**src/rtl/i2cfifo_pkg.sv**
```systemverilog
package i2cfifo_pkg;
  localparam int LVL_FIELD = 7;

  localparam int IS_TXAE  = 0;
  localparam int IS_RXAF  = 1;
  localparam int IS_TXUR  = 2;
  localparam int IS_TXOR  = 3;
  localparam int IS_RXUR  = 4;
  localparam int IS_RXOR  = 5;
  localparam int IS_TRAIL = 6;
  localparam int IS_EVT0  = 7;

  localparam logic [3:0] A_CTRL  = 4'd0;
  localparam logic [3:0] A_TRAIL = 4'd1;
  localparam logic [3:0] A_IEN   = 4'd2;
  localparam logic [3:0] A_ISTAT = 4'd3;
  localparam logic [3:0] A_FSTAT = 4'd4;
  localparam logic [3:0] A_TXD   = 4'd5;
  localparam logic [3:0] A_RXD   = 4'd6;

  typedef struct packed {
    logic       txPush;
    logic       txPop;
    logic       rxPush;
    logic       rxPop;
    logic       txFlush;
    logic       rxFlush;
    logic [7:0] txData;
    logic [7:0] rxData;
  } fifoStrobes_t;
endpackage

```
**src/rtl/i2c_byte_fifo.sv**
```systemverilog
module i2c_byte_fifo #(
  parameter int DEPTH = 16,
  parameter int LVL_W = $clog2(DEPTH + 1)
) (
  input  logic             clk,
  input  logic             rstN,
  input  logic             flush,
  input  logic             push,
  input  logic             pop,
  input  logic [7:0]       wdata,
  output logic [7:0]       rdata,
  output logic [LVL_W-1:0] level,
  output logic             full,
  output logic             empty
);
  localparam int PTR_W = $clog2(DEPTH);

  logic [7:0]       mem [DEPTH];
  logic [PTR_W-1:0] wrPtr, rdPtr;
  logic [LVL_W-1:0] count;
  logic             doPush, doPop;

  assign full   = (count == LVL_W'(DEPTH));
  assign empty  = (count == '0);
  assign doPush = push & ~full & ~flush;
  assign doPop  = pop & ~empty & ~flush;
  assign level  = count;
  assign rdata  = empty ? 8'h00 : mem[rdPtr];

  always_ff @(posedge clk) begin
    if (doPush) mem[wrPtr] <= wdata;
  end

  always_ff @(posedge clk) begin
    if (!rstN || flush) begin
      wrPtr <= '0;
      rdPtr <= '0;
      count <= '0;
    end else begin
      if (doPush) wrPtr <= wrPtr + 1'b1;
      if (doPop)  rdPtr <= rdPtr + 1'b1;
      count <= count + LVL_W'(doPush) - LVL_W'(doPop);
    end
  end
endmodule

```
**src/rtl/i2c_fifo_dp.sv**
```systemverilog
module i2c_fifo_dp
  import i2cfifo_pkg::*;
#(
  parameter int DEPTH = 16,
  parameter int LVL_W = $clog2(DEPTH + 1)
) (
  input  logic             clk,
  input  logic             rstN,
  input  fifoStrobes_t     strobes,
  output logic [7:0]       txHead,
  output logic [7:0]       rxHead,
  output logic [LVL_W-1:0] txLevel,
  output logic [LVL_W-1:0] rxLevel,
  output logic             txFull,
  output logic             txEmpty,
  output logic             rxFull,
  output logic             rxEmpty
);
  i2c_byte_fifo #(.DEPTH(DEPTH), .LVL_W(LVL_W)) u_txq (
    .clk(clk), .rstN(rstN), .flush(strobes.txFlush),
    .push(strobes.txPush), .pop(strobes.txPop), .wdata(strobes.txData),
    .rdata(txHead), .level(txLevel), .full(txFull), .empty(txEmpty)
  );

  i2c_byte_fifo #(.DEPTH(DEPTH), .LVL_W(LVL_W)) u_rxq (
    .clk(clk), .rstN(rstN), .flush(strobes.rxFlush),
    .push(strobes.rxPush), .pop(strobes.rxPop), .wdata(strobes.rxData),
    .rdata(rxHead), .level(rxLevel), .full(rxFull), .empty(rxEmpty)
  );
endmodule

```
**src/rtl/i2c_fifo_ctrl.sv**
```systemverilog
module i2c_fifo_ctrl
  import i2cfifo_pkg::*;
#(
  parameter int DEPTH   = 16,
  parameter int LVL_W   = $clog2(DEPTH + 1),
  parameter int EVT_N   = 5,
  parameter int TRAIL_W = 4,
  parameter int INT_W   = IS_EVT0 + EVT_N
) (
  input  logic             clk,
  input  logic             rstN,
  input  logic             regWrite,
  input  logic             regRead,
  input  logic [3:0]       regAddr,
  input  logic [31:0]      regWdata,
  output logic [31:0]      regRdata,
  input  logic             txPop,
  input  logic             rxPush,
  input  logic [7:0]       rxByte,
  input  logic             idleTick,
  input  logic [EVT_N-1:0] evtIn,
  input  logic [7:0]       rxHead,
  input  logic [LVL_W-1:0] txLevel,
  input  logic [LVL_W-1:0] rxLevel,
  input  logic             txFull,
  input  logic             txEmpty,
  input  logic             rxFull,
  input  logic             rxEmpty,
  output fifoStrobes_t     strobes,
  output logic [INT_W-1:0] intStatus,
  output logic             irq
);
  localparam logic [INT_W-1:0] STICKY_MASK = {{(INT_W-2){1'b1}}, 2'b00};

  logic                 rxEn, txEn;
  logic [LVL_FIELD-1:0] rxTrig, txTrig, txLvl7, rxLvl7;
  logic [TRAIL_W-1:0]   trailCnt, trailTimer, trailNext;
  logic [INT_W-1:0]     intEn, sticky, stickyNext, setMask, clrMask;
  logic                 wrCtrl, wrTrail, wrIen, wrStat;
  logic                 busTxPush, busRxPop, engTxPop, engRxPush;
  logic                 rxActive, trailArmed, trailHit;

  assign wrCtrl  = regWrite && regAddr == A_CTRL;
  assign wrTrail = regWrite && regAddr == A_TRAIL;
  assign wrIen   = regWrite && regAddr == A_IEN;
  assign wrStat  = regWrite && regAddr == A_ISTAT;

  assign busTxPush = regWrite && regAddr == A_TXD && txEn;
  assign busRxPop  = regRead && regAddr == A_RXD && rxEn;
  assign engTxPop  = txPop & txEn;
  assign engRxPush = rxPush & rxEn;

  assign strobes.txPush  = busTxPush & ~txFull;
  assign strobes.txPop   = engTxPop & ~txEmpty;
  assign strobes.rxPush  = engRxPush & ~rxFull;
  assign strobes.rxPop   = busRxPop & ~rxEmpty;
  assign strobes.txFlush = ~txEn;
  assign strobes.rxFlush = ~rxEn;
  assign strobes.txData  = regWdata[7:0];
  assign strobes.rxData  = rxByte;

  assign txLvl7 = LVL_FIELD'(txLevel);
  assign rxLvl7 = LVL_FIELD'(rxLevel);

  // Trailing-data idle counter
  assign rxActive   = engRxPush | busRxPop;
  assign trailArmed = idleTick & rxEn & ~rxEmpty & ~rxActive;
  assign trailHit   = trailArmed && (trailTimer == trailCnt);

  always_comb begin
    if (!rxEn || rxEmpty || rxActive) trailNext = '0;
    else if (trailArmed && !trailHit) trailNext = trailTimer + 1'b1;
    else                              trailNext = trailTimer;
  end

  // Sticky flag update: sets win over clears
  always_comb begin
    setMask = '0;
    setMask[IS_TXUR]  = engTxPop & txEmpty;
    setMask[IS_TXOR]  = busTxPush & txFull;
    setMask[IS_RXUR]  = busRxPop & rxEmpty;
    setMask[IS_RXOR]  = engRxPush & rxFull;
    setMask[IS_TRAIL] = trailHit;
    setMask[IS_EVT0 +: EVT_N] = evtIn;
    clrMask    = wrStat ? regWdata[INT_W-1:0] : '0;
    stickyNext = ((sticky & ~clrMask) | setMask) & STICKY_MASK;
  end

  always_comb begin
    intStatus = sticky;
    intStatus[IS_TXAE] = txEn && (txLvl7 <= txTrig);
    intStatus[IS_RXAF] = rxEn && (rxLvl7 >= rxTrig);
  end

  assign irq = |(intStatus & intEn);

  always_ff @(posedge clk) begin
    if (!rstN) begin
      rxEn       <= 1'b0;
      txEn       <= 1'b0;
      rxTrig     <= '0;
      txTrig     <= '0;
      trailCnt   <= '0;
      intEn      <= '0;
      sticky     <= '0;
      trailTimer <= '0;
    end else begin
      if (wrCtrl) begin
        rxEn   <= regWdata[0];
        txEn   <= regWdata[1];
        rxTrig <= regWdata[4 +: LVL_FIELD];
        txTrig <= regWdata[16 +: LVL_FIELD];
      end
      if (wrTrail) trailCnt <= regWdata[TRAIL_W-1:0];
      if (wrIen)   intEn    <= regWdata[INT_W-1:0];
      sticky     <= stickyNext;
      trailTimer <= trailNext;
    end
  end

  always_comb begin
    regRdata = '0;
    case (regAddr)
      A_CTRL: begin
        regRdata[0]                = rxEn;
        regRdata[1]                = txEn;
        regRdata[4 +: LVL_FIELD]   = rxTrig;
        regRdata[16 +: LVL_FIELD]  = txTrig;
      end
      A_TRAIL: regRdata[TRAIL_W-1:0] = trailCnt;
      A_IEN:   regRdata[INT_W-1:0]   = intEn;
      A_ISTAT: regRdata[INT_W-1:0]   = intStatus;
      A_FSTAT: begin
        regRdata[6:0]   = txLvl7;
        regRdata[7]     = txFull;
        regRdata[8]     = txEmpty;
        regRdata[22:16] = rxLvl7;
        regRdata[23]    = rxFull;
        regRdata[24]    = rxEmpty;
      end
      A_RXD:   regRdata[7:0] = rxHead;
      default: regRdata = '0;
    endcase
  end
endmodule

```
**src/rtl/i2c_fifo_irq.sv**
```systemverilog
module i2c_fifo_irq
  import i2cfifo_pkg::*;
#(
  parameter int DEPTH   = 16,
  parameter int EVT_N   = 5,
  parameter int TRAIL_W = 4
) (
  input  logic             clk,
  input  logic             rstN,
  input  logic             regWrite,
  input  logic             regRead,
  input  logic [3:0]       regAddr,
  input  logic [31:0]      regWdata,
  output logic [31:0]      regRdata,
  input  logic             txPop,
  output logic [7:0]       txByte,
  input  logic             rxPush,
  input  logic [7:0]       rxByte,
  input  logic             idleTick,
  input  logic [EVT_N-1:0] evtIn,
  output logic             irq
);
  localparam int LVL_W = $clog2(DEPTH + 1);
  localparam int INT_W = IS_EVT0 + EVT_N;

  fifoStrobes_t     strobes;
  logic [7:0]       rxHead;
  logic [LVL_W-1:0] txLevel, rxLevel;
  logic             txFull, txEmpty, rxFull, rxEmpty;
  logic [INT_W-1:0] intStatus;
  logic             txOff, rxOff;

  assign txOff = strobes.txFlush;
  assign rxOff = strobes.rxFlush;

  i2c_fifo_ctrl #(
    .DEPTH(DEPTH), .LVL_W(LVL_W), .EVT_N(EVT_N), .TRAIL_W(TRAIL_W), .INT_W(INT_W)
  ) u_ctrl (
    .clk(clk), .rstN(rstN), .regWrite(regWrite), .regRead(regRead),
    .regAddr(regAddr), .regWdata(regWdata), .regRdata(regRdata),
    .txPop(txPop), .rxPush(rxPush), .rxByte(rxByte), .idleTick(idleTick),
    .evtIn(evtIn), .rxHead(rxHead), .txLevel(txLevel), .rxLevel(rxLevel),
    .txFull(txFull), .txEmpty(txEmpty), .rxFull(rxFull), .rxEmpty(rxEmpty),
    .strobes(strobes), .intStatus(intStatus), .irq(irq)
  );

  i2c_fifo_dp #(.DEPTH(DEPTH), .LVL_W(LVL_W)) u_dp (
    .clk(clk), .rstN(rstN), .strobes(strobes),
    .txHead(txByte), .rxHead(rxHead), .txLevel(txLevel), .rxLevel(rxLevel),
    .txFull(txFull), .txEmpty(txEmpty), .rxFull(rxFull), .rxEmpty(rxEmpty)
  );
endmodule

```
**config.mk**
```make
export PLATFORM = sky130hd
export DESIGN_NAME = i2c_fifo_irq
export DESIGN_NICKNAME = d
export VERILOG_FILES = /design/src/rtl/i2cfifo_pkg.sv /design/src/rtl/i2c_byte_fifo.sv /design/src/rtl/i2c_fifo_dp.sv /design/src/rtl/i2c_fifo_ctrl.sv /design/src/rtl/i2c_fifo_irq.sv
export SDC_FILE = /design/constraint.sdc
export NUM_CORES = 1
export LEC_CHECK = 0
export CORE_MARGIN = 10
export CORE_UTILIZATION = 55
export DETAILED_ROUTE_END_ITERATION = 10
export PLACE_DENSITY_LB_ADDON = 0.3
export SYNTH_ARGS = -nofsm -noshare
export SYNTH_HDL_FRONTEND = slang
export SYNTH_SLANG_ARGS = --single-unit
```
**constraint.sdc**
```tcl
create_clock -name clk -period 4.45 [get_ports clk]
set_input_delay 0.445 -clock clk [delete_from_list [all_inputs] [get_ports clk]]
set_output_delay 0.445 -clock clk [all_outputs]
set_load 0.02 [all_outputs]
```
# After elaboration in Yosys (flattened, before gate mapping)
# Memories as Yosys holds them, arrays and structs flattened. A register that Yosys moved wholly into a read port is not among the register bits.
# Cells that the tools add are included.
[classes]
bitwise_logic = 34
reduce_logical = 24
shifts = 0
n_eq_ne = 9
n_addsub = 9
multipliers = 0
mux = 19
magnitude_cmp = 2
div = 0
[ops]
columns = ["cell", "n"]
rows = [
  ["12-bit bitwise AND", 2],
  ["1-bit bitwise AND", 21],
  ["4-bit by 1-bit adder with 4-bit output, second input constant", 5],
  ["4-bit case mux with 5 select lines", 1],
  ["4-bit 2-to-1 mux", 4],
  ["8-bit 2-to-1 mux", 2],
  ["7-bit case mux with 2 select lines", 1],
  ["4-bit by 3-bit == test with 1-bit output, second input constant", 3],
  ["1-bit logical AND", 12],
  ["12-bit 2-to-1 mux", 1],
  ["12-bit inverter", 1],
  ["12-bit OR", 1],
  ["2-bit case mux with 6 select lines", 1],
  ["12-bit OR reduction", 1],
  ["5-bit by 1-bit adder with 5-bit output", 2],
  ["5-bit == test, second input constant", 2],
  ["5-bit zero test", 2],
  ["2-bit case mux with 5 select lines", 1],
  ["5-bit by 1-bit subtractor with 5-bit output", 2],
  ["4-bit by 2-bit == test with 1-bit output, second input constant", 2],
  ["1-bit inverter", 8],
  ["5-bit by 7-bit greater-or-equal comparator with 1-bit output", 1],
  ["5-bit by 7-bit <= comparator with 1-bit output", 1],
  ["2-bit case mux with 3 select lines", 1],
  ["other kinds (11)", 19],
]
[word_totals]
out_inout_bits = 41
latch_bits = 0
memories = 2
regBits = 74
in_bits = 56
mem_bits_ro = 0
ram_bits = 256
[memory_table]
columns = ["memory", "depth", "width", "rd", "rd_ports_with_merged_regs", "write_ports", "line", "text"]
rows = [
  ["u_dp.u_rxq.mem", 16, 8, 1, 1, 1, "i2c_byte_fifo.sv:18", "logic [7:0] mem [DEPTH];"],
  ["u_dp.u_txq.mem", 16, 8, 1, 1, 1, "i2c_byte_fifo.sv:18", ""],
]

# Depth between registers and ports, before layout
[depth]
depth_word = 9
mapped_depth = 15
ltp_nobuf = 13

# Modules after synthesis
# A second synthesis with hierarchy kept.
[unflattened]
hier_cells = 996
hier_area_um2 = 14824.2
[modules_own_cells]
columns = ["mod", "seq_area_each_um2", "area_per_inst_um2", "instances", "cells_each"]
rows = [
  ["i2c_byte_fifo", 4184.0, 5873.1, 2, 316],
  ["i2c_fifo_ctrl", 920.9, 3078.0, 1, 364],
]

# Worst setup path before layout
# OpenSTA, ideal clock, no wires.
[synth_timing]
path_type = "flip-flop to flip-flop"
startpoint = "register u_dp.u_rxq.count[3] (netlist: u_dp.u_rxq.level[3])"
endpoint = "register u_dp.u_rxq.count[4] (netlist: u_dp.u_rxq.level[4])"
period_less_slack_ns = 2.824
arrival_ns = 2.753
stages_incl_launch_ff = 16
path_buffers = 2
setup_slack_ns = 1.626
setup_ns = 0.071
path_cell_list = "dfxtp_1 inv_1 ha_1 or4b_1 clkbuf_1 and4_1 clkbuf_1 xor2_1 ha_1 inv_1 fa_1 inv_1 a21oi_1 nor2_1 or3_1 a21oi_1"
[synth_between]
elab_chain_len = 7
elab_cells_between_ends = 12
cone_classes = "2 x add/sub; 1 x eq/ne; 8 x bitwise; 1 x reduce/logical"
[synth_rtl]
columns = ["element", "line", "text"]
rows = [
  ["from (decl)", "i2c_byte_fifo.sv:20", "logic [LVL_W-1:0] count;"],
  ["from (signal assigned)", "i2c_byte_fifo.sv:42", "count <= count + LVL_W'(doPush) - LVL_W'(doPop);"],
  ["5-bit == test", "i2c_byte_fifo.sv:23", "assign full = (count == LVL_W'(DEPTH));"],
  ["1-bit inverter", "i2c_byte_fifo.sv:25, i2c_fifo_ctrl.sv:55", ""],
  ["1-bit bitwise AND", "i2c_fifo_ctrl.sv:55", "assign strobes.rxPush = engRxPush & ~rxFull;"],
  ["1-bit bitwise AND (2 in a row)", "i2c_byte_fifo.sv:25", "assign doPush = push & ~full & ~flush;"],
  ["5-bit by 1-bit adder with 5-bit output", "i2c_byte_fifo.sv:42", ""],
  ["5-bit by 1-bit subtractor with 5-bit output (*)", "i2c_byte_fifo.sv:42", ""],
]
# Every way passes the cells marked *; elsewhere a longest branch is shown, timed or not.
# A chain may end at the register's enable or synchronous reset.

==> metrics.md <==
| Metric | Value |
|---|---|
| Avg Synthesized Cell Area | `14.6 µm²` |
| Post-synthesis sequential area ratio | `64.7%` |
| WP data required | `4010 ps` |
| Final Hold Viols | `0` |
| Core Area | `25800 µm²` |
| Overflow after GRT | `0` |
| Pins Over Slew Limit | `0` |
| Worst path arrival time | `3440 ps` |
| Via density per instance | `5.86` |
| Die area | `33000 µm²` |
| Final core occ | `63.9%` |
| Minimum clock period | `3890 ps` |
| Vert. Die Dim | `182 µm` |
| Total global-route track usage | `18.8%` |
| H-tree levels | `2` |
| Min-Delay Path Depth | `2` |
| Run status | `complete, no violations` |
| Initial core utilization | `55.6%` |
| Tcrit/Tclk final | `87.3%` |
| Number of synthesized flops with an enable pin | `256` |
| Max Cap Viol | `0` |
| Worst slew margin | `30.5%` |
| Startpoint types | `flip-flop` |
| Max VDD drop | `0.338 mV` |
| Layout net count | `1149` |
| Fill count | `1887` |
| CTS Root Cell | `clkbuf_16` |
| Vias | `8323` |
| Placed inst area | `15400 µm²` |
| CTS resizes | `0` |
| Cts hold-fix bufs | `0` |
| Finished Layout Cells | `1420` |
| Cells after Synth | `980` |
| Post-CTS setup buffer count | `0` |
| Final instance area | `16500 µm²` |
| Worst Setup End Kind | `output pin` |
| CTS Sinks | `336` |
| Post-route DRC | `0` |
| Post-detailed-route count of antenna-violating nets | `0` |
| Placed insts | `1358` |
| Reg2Reg Depth | `13` |
| Hold_sp | `u_ctrl.txTrig[3]` |
| Setup TNS Final | `0 ps` |
| Fraction of layout cells with a size suffix above 1 | `13.7%` |
| Power Density | `384 nW/µm²` |
| First-pass GRT wire length | `48.9 mm` |
| WP depth | `6` |
| Clk Latency, worst-skew pair | `520 ps` |
| Power, Total | `6.34 mW` |
| CTS tree | `yes` |
| Clk buf depth | `3` |
| Post-Route WL | `31.1 mm` |
| Critical path peak fanout | `18` |
| Flops & latches, synth | `336` |
| Vias in the first global route | `8487` |
| Fin Hold WS | `482 ps` |
| Critical Path, Cell by Cell | `mux4_2 > mux2i_1 > nor3_1 > a311oi_1 > o221ai_1 > clkdlybuf4s50_1` |
| Lkg Pwr | `5.26 nW` |
| Internal reg-to-reg setup slack | `1360 ps` |
| Port buffer count | `72` |
| FP Rows | `59` |
| Antenna Diode Count | `0` |
| RD Place Congestion | `0.901` |
| Worst-Margin Slew | `1040 ps` |
| Syn-to-layout area delta | `15.0%` |
| Buffers and inverters on the worst path | `1` |
| Post-Syn Area | `14400 µm²` |
| Reg-to-reg endpoint | `u_dp.u_txq.level[4]` |
| Setup slack after layout | `563 ps` |
| Worst hold path type | `reg2reg` |
| Fraction of registers with async set/reset | `0%` |
| CP max stage delay | `680 ps` |
| DRT iter0 DRCs | `680` |
| Largest net degree at the start of global routing | `47` |
| Initial antenna violation count | `0` |
| Reg clk slew, reported paths | `60 ps` |
| Critical path class | `reg2out` |
| Die Wd | `182 µm` |
| Library cells used by synthesis | `59` |
| Fmax | `0.257 GHz` |
| Delay-heaviest family, CP | `multiplexers` |
| Primary FF master, synth | `edfxtp_1` |
| Io pins | `97` |
| FF-to-FF Start | `u_dp.u_txq.level[2]` |
| Slowest cell on crit path | `dfxtp_2` |
| Setup WS pre-CTS | `891 ps` |
| TritonCTS buffer count | `35` |
| Synth Warn # | `0` |
| Hold EP | `u_ctrl.txTrig[3]` |
| HPWL after DPL | `20.3 mm` |
| Final Setup Violations | `0` |
| First-pass DRT Iterations | `5` |
| WL/cell | `21.9 µm` |
| RSZ-0062 raised after global routing | `no` |
| Post-Route Skew | `12.0 ps` |
==> synthesized netlist by cell type, drive strengths merged, types with 7 or more instances <==
library cell / n / share of area, %
a21boi: 38 / 2.0
nand3: 9 / 0.31
nor3: 14 / 0.56
nand4: 9 / 0.39
nor2: 92 / 2.4
clkbuf: 29 / 0.76
dfxtp: 80 / 11
mux2: 8 / 0.63
nand2: 87 / 2.3
mux4: 62 / 9.7
nor2b: 9 / 0.39
ha: 31 / 2.7
xor2: 18 / 1.1
o21a: 10 / 0.52
o22ai: 10 / 0.44
edfxtp: 256 / 54
xnor2: 9 / 0.55
a22oi: 10 / 0.52
nand2b: 11 / 0.48
buf: 32 / 1.3
a21oi: 13 / 0.45
mux2i: 44 / 3.1
inv: 29 / 0.76
o21ai: 7 / 0.24
==> worst max-delay path by stage <==
stage / from / slack [ps] / end
after floorplan: u_dp.u_rxq.level[3] / 1630 / u_dp.u_rxq.level[4]
after global placement: regAddr[3] / 870 / regRdata[0]
after detailed placement: regAddr[3] / 890 / regRdata[0]
after CTS: flip-flop / 490 / regRdata[3]
after global routing: flip-flop / 450 / regRdata[2]
final: flip-flop / 560 / regRdata[2]
==> cell usage in the layout (no fill, tap or decap), types with 8 or more instances in the layout <==
cell	count
nand3_1	9
a21boi_0	38
nor2_1	91
mux2i_1	44
nand4_1	9
inv_1	29
mux2_2	8
edfxtp_1	256
ha_1	31
buf_4	22
nor2b_1	9
o21a_1	10
a21oi_1	13
nand2b_1	11
o22ai_1	10
xnor2_1	9
mux4_2	62
a22oi_1	10
clkdlybuf4s50_1	72
nor3_1	12
nand2_1	86
conb_1	11
clkbuf_16	36
xor2_1	18
clkbuf_1	13
dfxtp_1	78
==> routing by layer <==
metal,global-route usage (%),routed length [µm],up-vias
met2,29.5,14900,296
met3,4.19,2020,67
met4,6.61,952,0
met1,25.2,13200,4128
met5,0,0,-
li1,-,-,3832
==> kinds of logic after synthesis <==
group / Yosys count / synth area share [%]
mux: 114 / 13.4
other cells: 1 / 0.0261
flops: 336 / 64.7
xor+xnor: 27 / 1.65
compound gates: 116 / 5.77
fa+ha+maj: 33 / 2.98
simple gates: 263 / 8.66
buf+inv: 90 / 2.78
==> power breakdown <==
part	switching (mW)	internal (mW)
registers	0.00640	3.38
logic	0.103	0.0609
clock network	1.14	1.64
total	1.25	5.08
==> registers in the layout (all words and copies together), names as in the netlist, named ones only <==
register,flops
u_ctrl.rxTrig,7
u_ctrl.trailCnt,4
u_dp.u_rxq.mem,128
u_dp.u_txq.wrPtr,4
u_dp.u_txq.level,5
u_dp.u_txq.rdPtr,4
u_dp.u_rxq.rdPtr,4
u_ctrl.intEn,12
u_ctrl.txTrig,7
u_dp.u_rxq.wrPtr,4
u_dp.u_rxq.level,5
u_ctrl.sticky,10
u_ctrl.rxEn,1
u_ctrl.txEn,1
u_ctrl.trailTimer,4
u_dp.u_txq.mem,128
==> area by class of cell <==
type	count	area (µm²)	area share, %
multi-input cells	564	4700	28.5
well taps	335	419	2.54
inverters	29	109	0.660
clock inverters	11	115	0.698
clock buffers	51	977	5.92
repair buffers	94	886	5.37
flip-flops and latches	336	9290	56.3
==> tightest hold or removal path: stages, from the launching register on <==
cell and delay (ps):
dfxtp_1 320, nand2_1 50, a21boi_0 60
(Power assumes the default switching activity.)
